==> src/rtl/lcp_pkg.sv <==
package lcp_pkg;

   // Tokens on the six arcs of the ordering graph.
   // uu: up+ -> up-   dd: dn+ -> dn-   ud: up+ -> dn+
   // du: dn+ -> up+   uf: up- -> up+   df: dn- -> dn+
   typedef struct packed {
      logic uu;
      logic dd;
      logic ud;
      logic du;
      logic uf;
      logic df;
   } mark_t;

   localparam mark_t MARK_INIT = '{uu: 1'b0, dd: 1'b0, ud: 1'b0,
                                   du: 1'b1, uf: 1'b1, df: 1'b1};

   localparam int CODE_W = 3;

   typedef enum logic [CODE_W-1:0] {
      EV_NONE    = 3'd0,
      EV_UP_RISE = 3'd1,
      EV_UP_FALL = 3'd2,
      EV_DN_RISE = 3'd3,
      EV_DN_FALL = 3'd4
   } ev_code_e;

   // Processing order inside one sample: up+, dn+, up-, dn-
   localparam int N_EV = 4;

   function automatic ev_code_e code_at(input int slot);
      case (slot)
         0:       return EV_UP_RISE;
         1:       return EV_DN_RISE;
         2:       return EV_UP_FALL;
         default: return EV_DN_FALL;
      endcase
   endfunction

   function automatic logic ev_enabled(input mark_t m, input ev_code_e ev);
      case (ev)
         EV_UP_RISE: return m.du & m.uf;
         EV_UP_FALL: return m.uu;
         EV_DN_RISE: return m.ud & m.df;
         EV_DN_FALL: return m.dd;
         default:    return 1'b0;
      endcase
   endfunction

   function automatic mark_t ev_fire(input mark_t m, input ev_code_e ev);
      mark_t r;
      r = m;
      case (ev)
         EV_UP_RISE: begin r.du = 1'b0; r.uf = 1'b0; r.uu = 1'b1; r.ud = 1'b1; end
         EV_UP_FALL: begin r.uu = 1'b0; r.uf = 1'b1; end
         EV_DN_RISE: begin r.ud = 1'b0; r.df = 1'b0; r.dd = 1'b1; r.du = 1'b1; end
         EV_DN_FALL: begin r.dd = 1'b0; r.df = 1'b1; end
         default:    r = m;
      endcase
      return r;
   endfunction

endpackage

==> src/rtl/lcp_edge_sync.sv <==
module lcp_edge_sync #(
   parameter int SYNC_STAGES = 2
) (
   input  logic clk,
   input  logic rst,
   input  logic async_in,
   output logic level,
   output logic rise,
   output logic fall
);

   localparam int CHAIN_W = (SYNC_STAGES < 1) ? 1 : SYNC_STAGES;

   if (SYNC_STAGES < 1) begin : g_bad_stages
      $error("lcp_edge_sync: SYNC_STAGES must be at least 1");
   end

   logic [CHAIN_W-1:0] chain_q;
   logic               prev_q;

   if (CHAIN_W == 1) begin : g_single
      always_ff @(posedge clk) begin
         if (rst) chain_q <= '0;
         else     chain_q <= async_in;
      end
   end else begin : g_multi
      always_ff @(posedge clk) begin
         if (rst) chain_q <= '0;
         else     chain_q <= {chain_q[CHAIN_W-2:0], async_in};
      end
   end

   always_ff @(posedge clk) begin
      if (rst) prev_q <= 1'b0;
      else     prev_q <= chain_q[CHAIN_W-1];
   end

   assign level = chain_q[CHAIN_W-1];
   assign rise  = level & ~prev_q;
   assign fall  = ~level & prev_q;

endmodule

==> src/rtl/lcp_marking.sv <==
module lcp_marking
   import lcp_pkg::*;
(
   input  logic              clk,
   input  logic              rst,
   input  logic              up_rise,
   input  logic              up_fall,
   input  logic              dn_rise,
   input  logic              dn_fall,
   output logic              viol,
   output logic [CODE_W-1:0] viol_code,
   output logic [2:0]        n_accept
);

   mark_t            mark_q, mark_d;
   logic             viol_q;
   ev_code_e         code_q, code_d;
   logic             hit_d;
   logic [2:0]       n_d;
   logic [N_EV-1:0]  ev_v;

   assign ev_v = {dn_fall, up_fall, dn_rise, up_rise};

   always_comb begin
      mark_t m;
      logic  stop;
      m      = mark_q;
      stop   = 1'b0;
      hit_d  = 1'b0;
      code_d = EV_NONE;
      n_d    = '0;
      for (int i = 0; i < N_EV; i++) begin
         if (!stop && ev_v[i]) begin
            if (ev_enabled(m, code_at(i))) begin
               m   = ev_fire(m, code_at(i));
               n_d = n_d + 3'd1;
            end else begin
               stop   = 1'b1;
               hit_d  = 1'b1;
               code_d = code_at(i);
            end
         end
      end
      mark_d = m;
   end

   always_ff @(posedge clk) begin
      if (rst) begin
         mark_q <= MARK_INIT;
         viol_q <= 1'b0;
         code_q <= EV_NONE;
      end else if (!viol_q) begin
         mark_q <= mark_d;
         if (hit_d) begin
            viol_q <= 1'b1;
            code_q <= code_d;
         end
      end
   end

   assign viol      = viol_q;
   assign viol_code = code_q;
   assign n_accept  = viol_q ? 3'd0 : n_d;

   // Each cycle in the graph keeps exactly one token.
   AST_UP_RING_ONE: assert property (@(posedge clk) disable iff (rst)
      $countones({mark_q.uu, mark_q.uf}) == 1);
   AST_DN_RING_ONE: assert property (@(posedge clk) disable iff (rst)
      $countones({mark_q.dd, mark_q.df}) == 1);
   AST_CROSS_RING_ONE: assert property (@(posedge clk) disable iff (rst)
      $countones({mark_q.ud, mark_q.du}) == 1);
   AST_FLAG_STICKY: assert property (@(posedge clk) disable iff (rst)
      viol_q |=> viol_q);
   AST_CODE_HELD: assert property (@(posedge clk) disable iff (rst)
      viol_q |=> $stable(code_q));
   AST_MARK_FROZEN: assert property (@(posedge clk) disable iff (rst)
      viol_q |=> $stable(mark_q));
   AST_CODE_VALID: assert property (@(posedge clk) disable iff (rst)
      viol_q |-> (code_q != EV_NONE));

endmodule

==> src/rtl/lcp_sat_counter.sv <==
module lcp_sat_counter #(
   parameter int CNT_W = 16
) (
   input  logic             clk,
   input  logic             rst,
   input  logic [2:0]       inc,
   output logic [CNT_W-1:0] count
);

   localparam int SUM_W = CNT_W + 1;
   localparam logic [CNT_W-1:0] CNT_MAX = '1;

   if (CNT_W < 3) begin : g_bad_width
      $error("lcp_sat_counter: CNT_W must be at least 3");
   end

   logic [CNT_W-1:0] cnt_q;
   logic [SUM_W-1:0] sum;

   assign sum = {1'b0, cnt_q} + SUM_W'(inc);

   always_ff @(posedge clk) begin
      if (rst)                cnt_q <= '0;
      else if (sum[CNT_W])    cnt_q <= CNT_MAX;
      else                    cnt_q <= sum[CNT_W-1:0];
   end

   assign count = cnt_q;

   AST_NO_WRAP: assert property (@(posedge clk) disable iff (rst)
      (cnt_q == CNT_MAX) |=> (cnt_q == CNT_MAX));
   AST_MONOTONIC: assert property (@(posedge clk) disable iff (rst)
      ##1 (cnt_q >= $past(cnt_q)));

endmodule

==> src/rtl/lcp_monitor.sv <==
module lcp_monitor
   import lcp_pkg::*;
#(
   parameter int SYNC_STAGES = 2,
   parameter int CNT_W       = 16
) (
   input  logic                 clk,
   input  logic                 rst,
   input  logic                 odd_en,
   input  logic                 even_en,
   input  logic                 even_upstream,
   output logic                 viol,
   output logic [CODE_W-1:0]    viol_code,
   output logic [CNT_W-1:0]     evt_count
);

   localparam int N_CH = 2;   // channel 0 = odd, channel 1 = even

   logic [N_CH-1:0] raw_en, lvl, rise, fall;
   logic            up_rise, up_fall, dn_rise, dn_fall;
   logic [2:0]      n_accept;

   assign raw_en = {even_en, odd_en};

   for (genvar c = 0; c < N_CH; c++) begin : g_ch
      lcp_edge_sync #(.SYNC_STAGES(SYNC_STAGES)) u_sync (
         .clk      (clk),
         .rst      (rst),
         .async_in (raw_en[c]),
         .level    (lvl[c]),
         .rise     (rise[c]),
         .fall     (fall[c])
      );
   end

   // Orientation picks which channel plays the upstream role.
   assign up_rise = even_upstream ? rise[1] : rise[0];
   assign up_fall = even_upstream ? fall[1] : fall[0];
   assign dn_rise = even_upstream ? rise[0] : rise[1];
   assign dn_fall = even_upstream ? fall[0] : fall[1];

   lcp_marking u_mark (
      .clk       (clk),
      .rst       (rst),
      .up_rise   (up_rise),
      .up_fall   (up_fall),
      .dn_rise   (dn_rise),
      .dn_fall   (dn_fall),
      .viol      (viol),
      .viol_code (viol_code),
      .n_accept  (n_accept)
   );

   lcp_sat_counter #(.CNT_W(CNT_W)) u_cnt (
      .clk   (clk),
      .rst   (rst),
      .inc   (n_accept),
      .count (evt_count)
   );

   AST_RESET_CLEAR: assert property (@(posedge clk)
      rst |=> (!viol && viol_code == '0 && evt_count == '0));
   AST_FROZEN_COUNT: assert property (@(posedge clk) disable iff (rst)
      viol |=> $stable(evt_count));
   AST_EDGE_EXCL: assert property (@(posedge clk) disable iff (rst)
      !(up_rise && up_fall) && !(dn_rise && dn_fall));

endmodule

==> config.mk <==
export PLATFORM = sky130hd
export DESIGN_NAME = lcp_monitor
export DESIGN_NICKNAME = d
export VERILOG_FILES = /design/src/rtl/lcp_pkg.sv /design/src/rtl/lcp_edge_sync.sv /design/src/rtl/lcp_marking.sv /design/src/rtl/lcp_sat_counter.sv /design/src/rtl/lcp_monitor.sv
export SDC_FILE = /design/constraint.sdc
export NUM_CORES = 1
export LEC_CHECK = 0
export BUFFER_PORTS_ARGS = -buffer_cell sky130_fd_sc_hd__buf_2
export CORE_MARGIN = 3
export CORE_UTILIZATION = 60
export CTS_CLUSTER_SIZE = 16
export DETAILED_ROUTE_END_ITERATION = 7
export PLACE_DENSITY = 0.87
export SLEW_MARGIN = 15
export SYNTH_ARGS = -nofsm -noshare
export SYNTH_HDL_FRONTEND = slang
export SYNTH_SLANG_ARGS = --single-unit
==> constraint.sdc <==
create_clock -name clk -period 12.15 [get_ports clk]
set_input_delay 2.43 -clock clk [delete_from_list [all_inputs] [get_ports clk]]
set_output_delay 2.43 -clock clk [all_outputs]
set_load 0.01 [all_outputs]
Yosys cells after proc, flatten, opt, wreduce, memory -nomap -nowiden
Cells that the tools add are included.
{"block": "op_classes", "n_addsub": 4, "eq_ne": 32, "muxes": 80, "n_bitwise": 17, "n_reduce_logical": 7}
{"cell": "$mux W3", "count": 26}
{"cell": "$eq A3 B2 Y1 const B", "count": 16}
{"cell": "$mux W6", "count": 8}
{"cell": "$pmux W1 S2", "count": 16}
{"cell": "$eq A3 B1 Y1 const B", "count": 8}
{"cell": "$eq A3 B3 Y1 const B", "count": 8}
{"cell": "$mux W1", "count": 21}
{"cell": "$add A16 B3 Y17", "count": 1}
{"cell": "$mux W16", "count": 1}
{"cell": "$pmux W1 S4", "count": 4}
{"cell": "$pmux W2 S2", "count": 4}
{"cell": "$and A1 B1 Y1", "count": 12}
{"cell": "$add A3 B1 Y3 const B", "count": 3}
{"cell": "$not A1 Y1", "count": 5}
{"cell": "$logic_and A1 B1 Y1", "count": 3}
{"cell": "$logic_not A1 Y1", "count": 3}
{"cell": "$reduce_and A2 Y1", "count": 1}
{"block": "totals", "register_bits": 32, "wordCells": 153}

Depth between registers and ports, before layout
{"block": "depth", "ltp_word": 40, "mapped_depth": 22, "ltp_nobuf": 22}

By module
From an unflattened synthesis, not the netlist that was laid out.
{"block": "unflattened", "cells_unflattened": 192, "area_unflattened_um2": 1765.4}
{"mod": "lcp_sat_counter", "instances": 1, "cells_each": 84, "area_per_inst_um2": 777.0}
{"mod": "lcp_marking", "instances": 1, "cells_each": 88, "area_per_inst_um2": 760.7}
{"mod": "lcp_edge_sync", "instances": 2, "cells_each": 8, "area_per_inst_um2": 91.3}
{"mod": "lcp_monitor", "instances": 1, "cells_each": 4, "area_per_inst_um2": 45.0}

Least setup slack after synthesis
Ideal clock, no wire load.
{"block": "synth_timing", "kind": "input port to flip-flop", "from": "input port even_upstream", "to": "register u_cnt.cnt_q[8] (netlist: u_cnt.count[8])", "setup_time_ns": 0.128, "arrival_ns": 6.121, "t_required_ns": 12.022, "slack_ns": 5.901, "path_stages": 20, "n_path_buf": 1, "path_cell_list": "and3b_4 > o21bai_1 > inv_1 > o21a_1 > ha_1 > nor2_1 > a211oi_4 > ha_1 > mux2i_1 > inv_1 > ha_1 > nor2_1 > a211oi_2 > fa_1 > a21oi_1 > nor4b_4 > nand2_1 > clkbuf_1 > o21a_1 > nor2_1"}
{"block": "synth_between", "elab_chain_len": 20}
{"item": "from (decl)", "line_no": "lcp_monitor.sv:11", "rtl": "input logic even_upstream,"}
{"item": "$mux W1", "line_no": "lcp_monitor.sv:37", "rtl": "assign up_rise = even_upstream ? rise[1] : rise[0];"}
{"item": "$mux W6", "line_no": "lcp_marking.sv:33", "rtl": "if (!stop && ev_v[i]) begin"}
{"item": "$and A1 B1 Y1, on equally long branches", "line_no": "lcp_pkg.sv:44, lcp_pkg.sv:42"}
{"item": "$pmux W1 S4", "line_no": "lcp_pkg.sv:41", "rtl": "case (ev)"}
{"item": "$mux W1", "line_no": "lcp_marking.sv:33"}
{"item": "$mux W6", "line_no": "lcp_marking.sv:34", "rtl": "if (ev_enabled(m, code_at(i))) begin"}
{"item": "$mux W6", "line_no": "lcp_marking.sv:33"}
{"item": "$and A1 B1 Y1, on equally long branches", "line_no": "lcp_pkg.sv:44, lcp_pkg.sv:42"}
{"item": "[4 not listed]"}
{"item": "$and A1 B1 Y1, on equally long branches", "line_no": "lcp_pkg.sv:44, lcp_pkg.sv:42"}
{"item": "$pmux W1 S4", "line_no": "lcp_pkg.sv:41"}
{"item": "$mux W1", "line_no": "lcp_marking.sv:33"}
{"item": "$mux W3", "line_no": "lcp_marking.sv:34"}
{"item": "$mux W3 *", "line_no": "lcp_marking.sv:33"}
{"item": "$mux W3 *", "line_no": "lcp_marking.sv:63", "rtl": "assign n_accept = viol_q ? 3'd0 : n_d;"}
{"item": "$add A16 B3 Y17 *", "line_no": "lcp_sat_counter.sv:20", "rtl": "assign sum = {1'b0, cnt_q} + SUM_W'(inc);"}
{"item": "$mux W16 *", "line_no": "lcp_sat_counter.sv:24", "rtl": "else if (sum[CNT_W]) cnt_q <= CNT_MAX;"}
{"item": "to (signal assigned)", "line_no": "lcp_sat_counter.sv:25", "rtl": "else cnt_q <= sum[CNT_W-1:0];"}
{"item": "to (decl)", "line_no": "lcp_sat_counter.sv:17", "rtl": "logic [CNT_W-1:0] cnt_q;"}
Mark *: on every way between the ends. The rest lies on a longest branch, timed or not. The select of a mux whose other input is x is not followed.
A chain may end at the register's enable or synchronous reset.

Worst setup path in the final report
{"block": "layout_timing", "from": "input port even_upstream", "to": "register u_cnt.cnt_q[13] (netlist: u_cnt.count[13])"}
The elaborated chain is that of the path after synthesis.

==> run metrics <==
Hold WC Path Type=reg -> reg; CTS resizes=0; remaining global-route overflow=0; RSZ-0062 raised after global routing=false; largest net degree at the start of global routing=34; Min Hold Slack=0.4466 ns; synthesized area per cell=8.821 µm²; final worst slack=5.667 ns; total of max-cap violations=0; Post-synth EDFFs=0; hold_buf cts=0; synth unique cells=52; vias per inst=5.926; worst reg2reg startpoint=g_ch[1].u_sync.prev_q; worst setup skew after layout=0.008267 ns; share of layout cells above drive strength 1=20.00%; fin crit share=53.36%; Synth-to-Final Area Change=10.71%; most frequent cells in the layout=dfxtp_1 (32), buf_2 (24), a21oi_1 (21), nor2_1 (20); max_slew headroom=60.41%; row count=19; hold_sp=g_ch[0].u_sync.chain_q[0]; startpoint types=input port; die area=0.003627 mm²; Tmin final=6.483 ns; routed len/inst=14.14 µm; TNS Setup=0 ns; CTS Buffer Depth=2; Port Buf Inserts=24; pwr/cell area=100.5 mW/mm²; share of synthesized registers carrying an async set or reset=0%; clk slew on worst S/H paths=0.11 ns; H-tree levels=2; starting density of the core=63.43%; Slew @ Worst Pin=0.5930 ns; cts bufs inserted=5; ant diodes=0; first-iteration detailed-routing DRC count=72; GRT Total Usage=22.73%; DP Worst Slack=5.320 ns; Req. time, crit path=12.43 ns; final WL=3620 µm; Mapped Cells=200; Setup Fix Bufs, Post-CTS=0; # nets final=236; post-route ant nets=0; number of synthesized register bits=32; Hold Violations, Final=0; Setup-failing EPs final=0; area of the core=0.002781 mm²; first-pass GRT wire length=6189 µm; Initial DRT Pass Iterations=4; DRC viols=0; maximum VDD drop=0.08929 mV; Critical Path End Type=flip-flop; crit-path max FO=12; fmax=154.2 MHz; Crit Path Category=in -> reg; CTS tree=done; Post-Syn Area=0.001764 mm²; commonest non-fill, non-tap cell in the layout=dfxtp_1; Mapped Nets=212; total number of vias=1517; CTS Sinks=32; CTS root buf=clkbuf_4; Post-Layout Cell Count=256; Synth Flop Type=dfxtp_1; synth warn=0; launch point of the critical path=even_upstream; Die Y=60.23 µm; final max-slew violation count=0; register area share after synthesis=36.31%; Die Wd=60.23 µm; Worst Path Arrival=6.76 ns; leakage power=0.0008577 µW; routability cong.=0.8526; HPWL Detailed=2619 µm; vias in the first global route=1433; initial antenna violation count=0; Clk Latency, worst-skew pair=0.33 ns; IO Count=25; status=finished clean; placed instance count=248
-- metal layers --
| metal | track usage [%] | share of wire, % | vias up |
|---|---|---|---|
| li1 | - | - | 763 |
| met1 | 29.68 | 46 | 690 |
| met2 | 35.49 | 45 | 53 |
| met3 | 6.479 | 7.2 | 11 |
| met4 | 8.228 | 1.7 | 0 |
| met5 | 0 | 0 | - |
-- area by class of cell --
cell class	count	area (µm²)
clock buffers	6	41.29
well taps	31	38.79
repair buffers	24	120.1
inverters	4	15.01
clock inverters	2	16.27
fillers	206	828.3
flip-flops and latches	32	640.6
multi-input cells	157	1081
-- Yosys cell counts, drive strengths merged (6+ instances only) --
cell / count / area, µm²
ha: 6 / 75.07
dfxtp: 32 / 640.6
clkbuf: 6 / 22.52
nand2: 9 / 33.78
nor3: 6 / 30.03
nor2b: 9 / 56.30
a21oi: 22 / 113.9
nand2b: 7 / 43.79
o21ai: 8 / 40.03
xnor2: 8 / 77.58
nor2: 21 / 81.33
nand3: 8 / 45.04
-- sequential cells by signal, indices dropped and copies added (netlist names), named ones only --
name                 cells
g_ch.u_sync.chain_q      4
u_mark.viol_code         3
u_mark.mark_q            5
g_ch.u_sync.prev_q       2
u_cnt.count             16
u_mark.viol              1
-- kinds of logic (layout without fill, tap and decap cells) --
group,count (synthesis),count (layout),synth area share (%)
xor gates and xnor gates,11,11,5.887
muxes,5,5,3.050
DFF,32,32,36.31
buffers and inverters,11,36,2.411
AOI/OAI and AO/OA,50,50,18.86
adders and majority gates,7,7,5.390
and+or+nand+nor,84,84,28.08
-- report_power, final --
group,internal [µW],total (µW),leakage [µW],switching [µW]
Combinational,9.71,21.8,0.000569,12.1
Sequential,108,113,0.000260,4.80
Clock,23.0,61.5,0.0000284,38.5
-- critical path, cell delays in order --
cell and delay (ns):
buf_2 0.17, and3b_4 0.23, o21bai_1 0.30, inv_1 0.12
o21a_1 0.19, ha_1 0.28, nor2_1 0.07, a211oi_4 0.26
ha_1 0.28, mux2i_1 0.21, inv_1 0.07, ha_1 0.27
nor2_1 0.04, a211oi_2 0.28, fa_1 0.26, a21oi_1 0.15
nor4b_4 0.48, nand2_1 0.36, nand2_1 0.16, mux2i_1 0.07
nor2_1 0.08
-- stage by stage --
stage	power, µW	instance area (µm²)	util (%)
after CTS	196.6	1953	70.22
after floorplan	130.9	1764	-
after global placement	136.0	1896	68.15
final	196.4	1953	70.22
after global routing	205.2	1953	70.22
after detailed placement	136.7	1896	68.15
-- final timing paths --
check / endpoint / slack (ns) / depth (start not counted)
min reg2reg: g_ch[0].u_sync.chain_q[1] / 0.45 / 1
max reg2reg: u_cnt.count[13] / 7.54 / 20
min: g_ch[0].u_sync.chain_q[1] / 0.45 / 1
max: u_cnt.count[13] / 5.67 / 21
No activity file was read; power rests on OpenSTA's default activity.
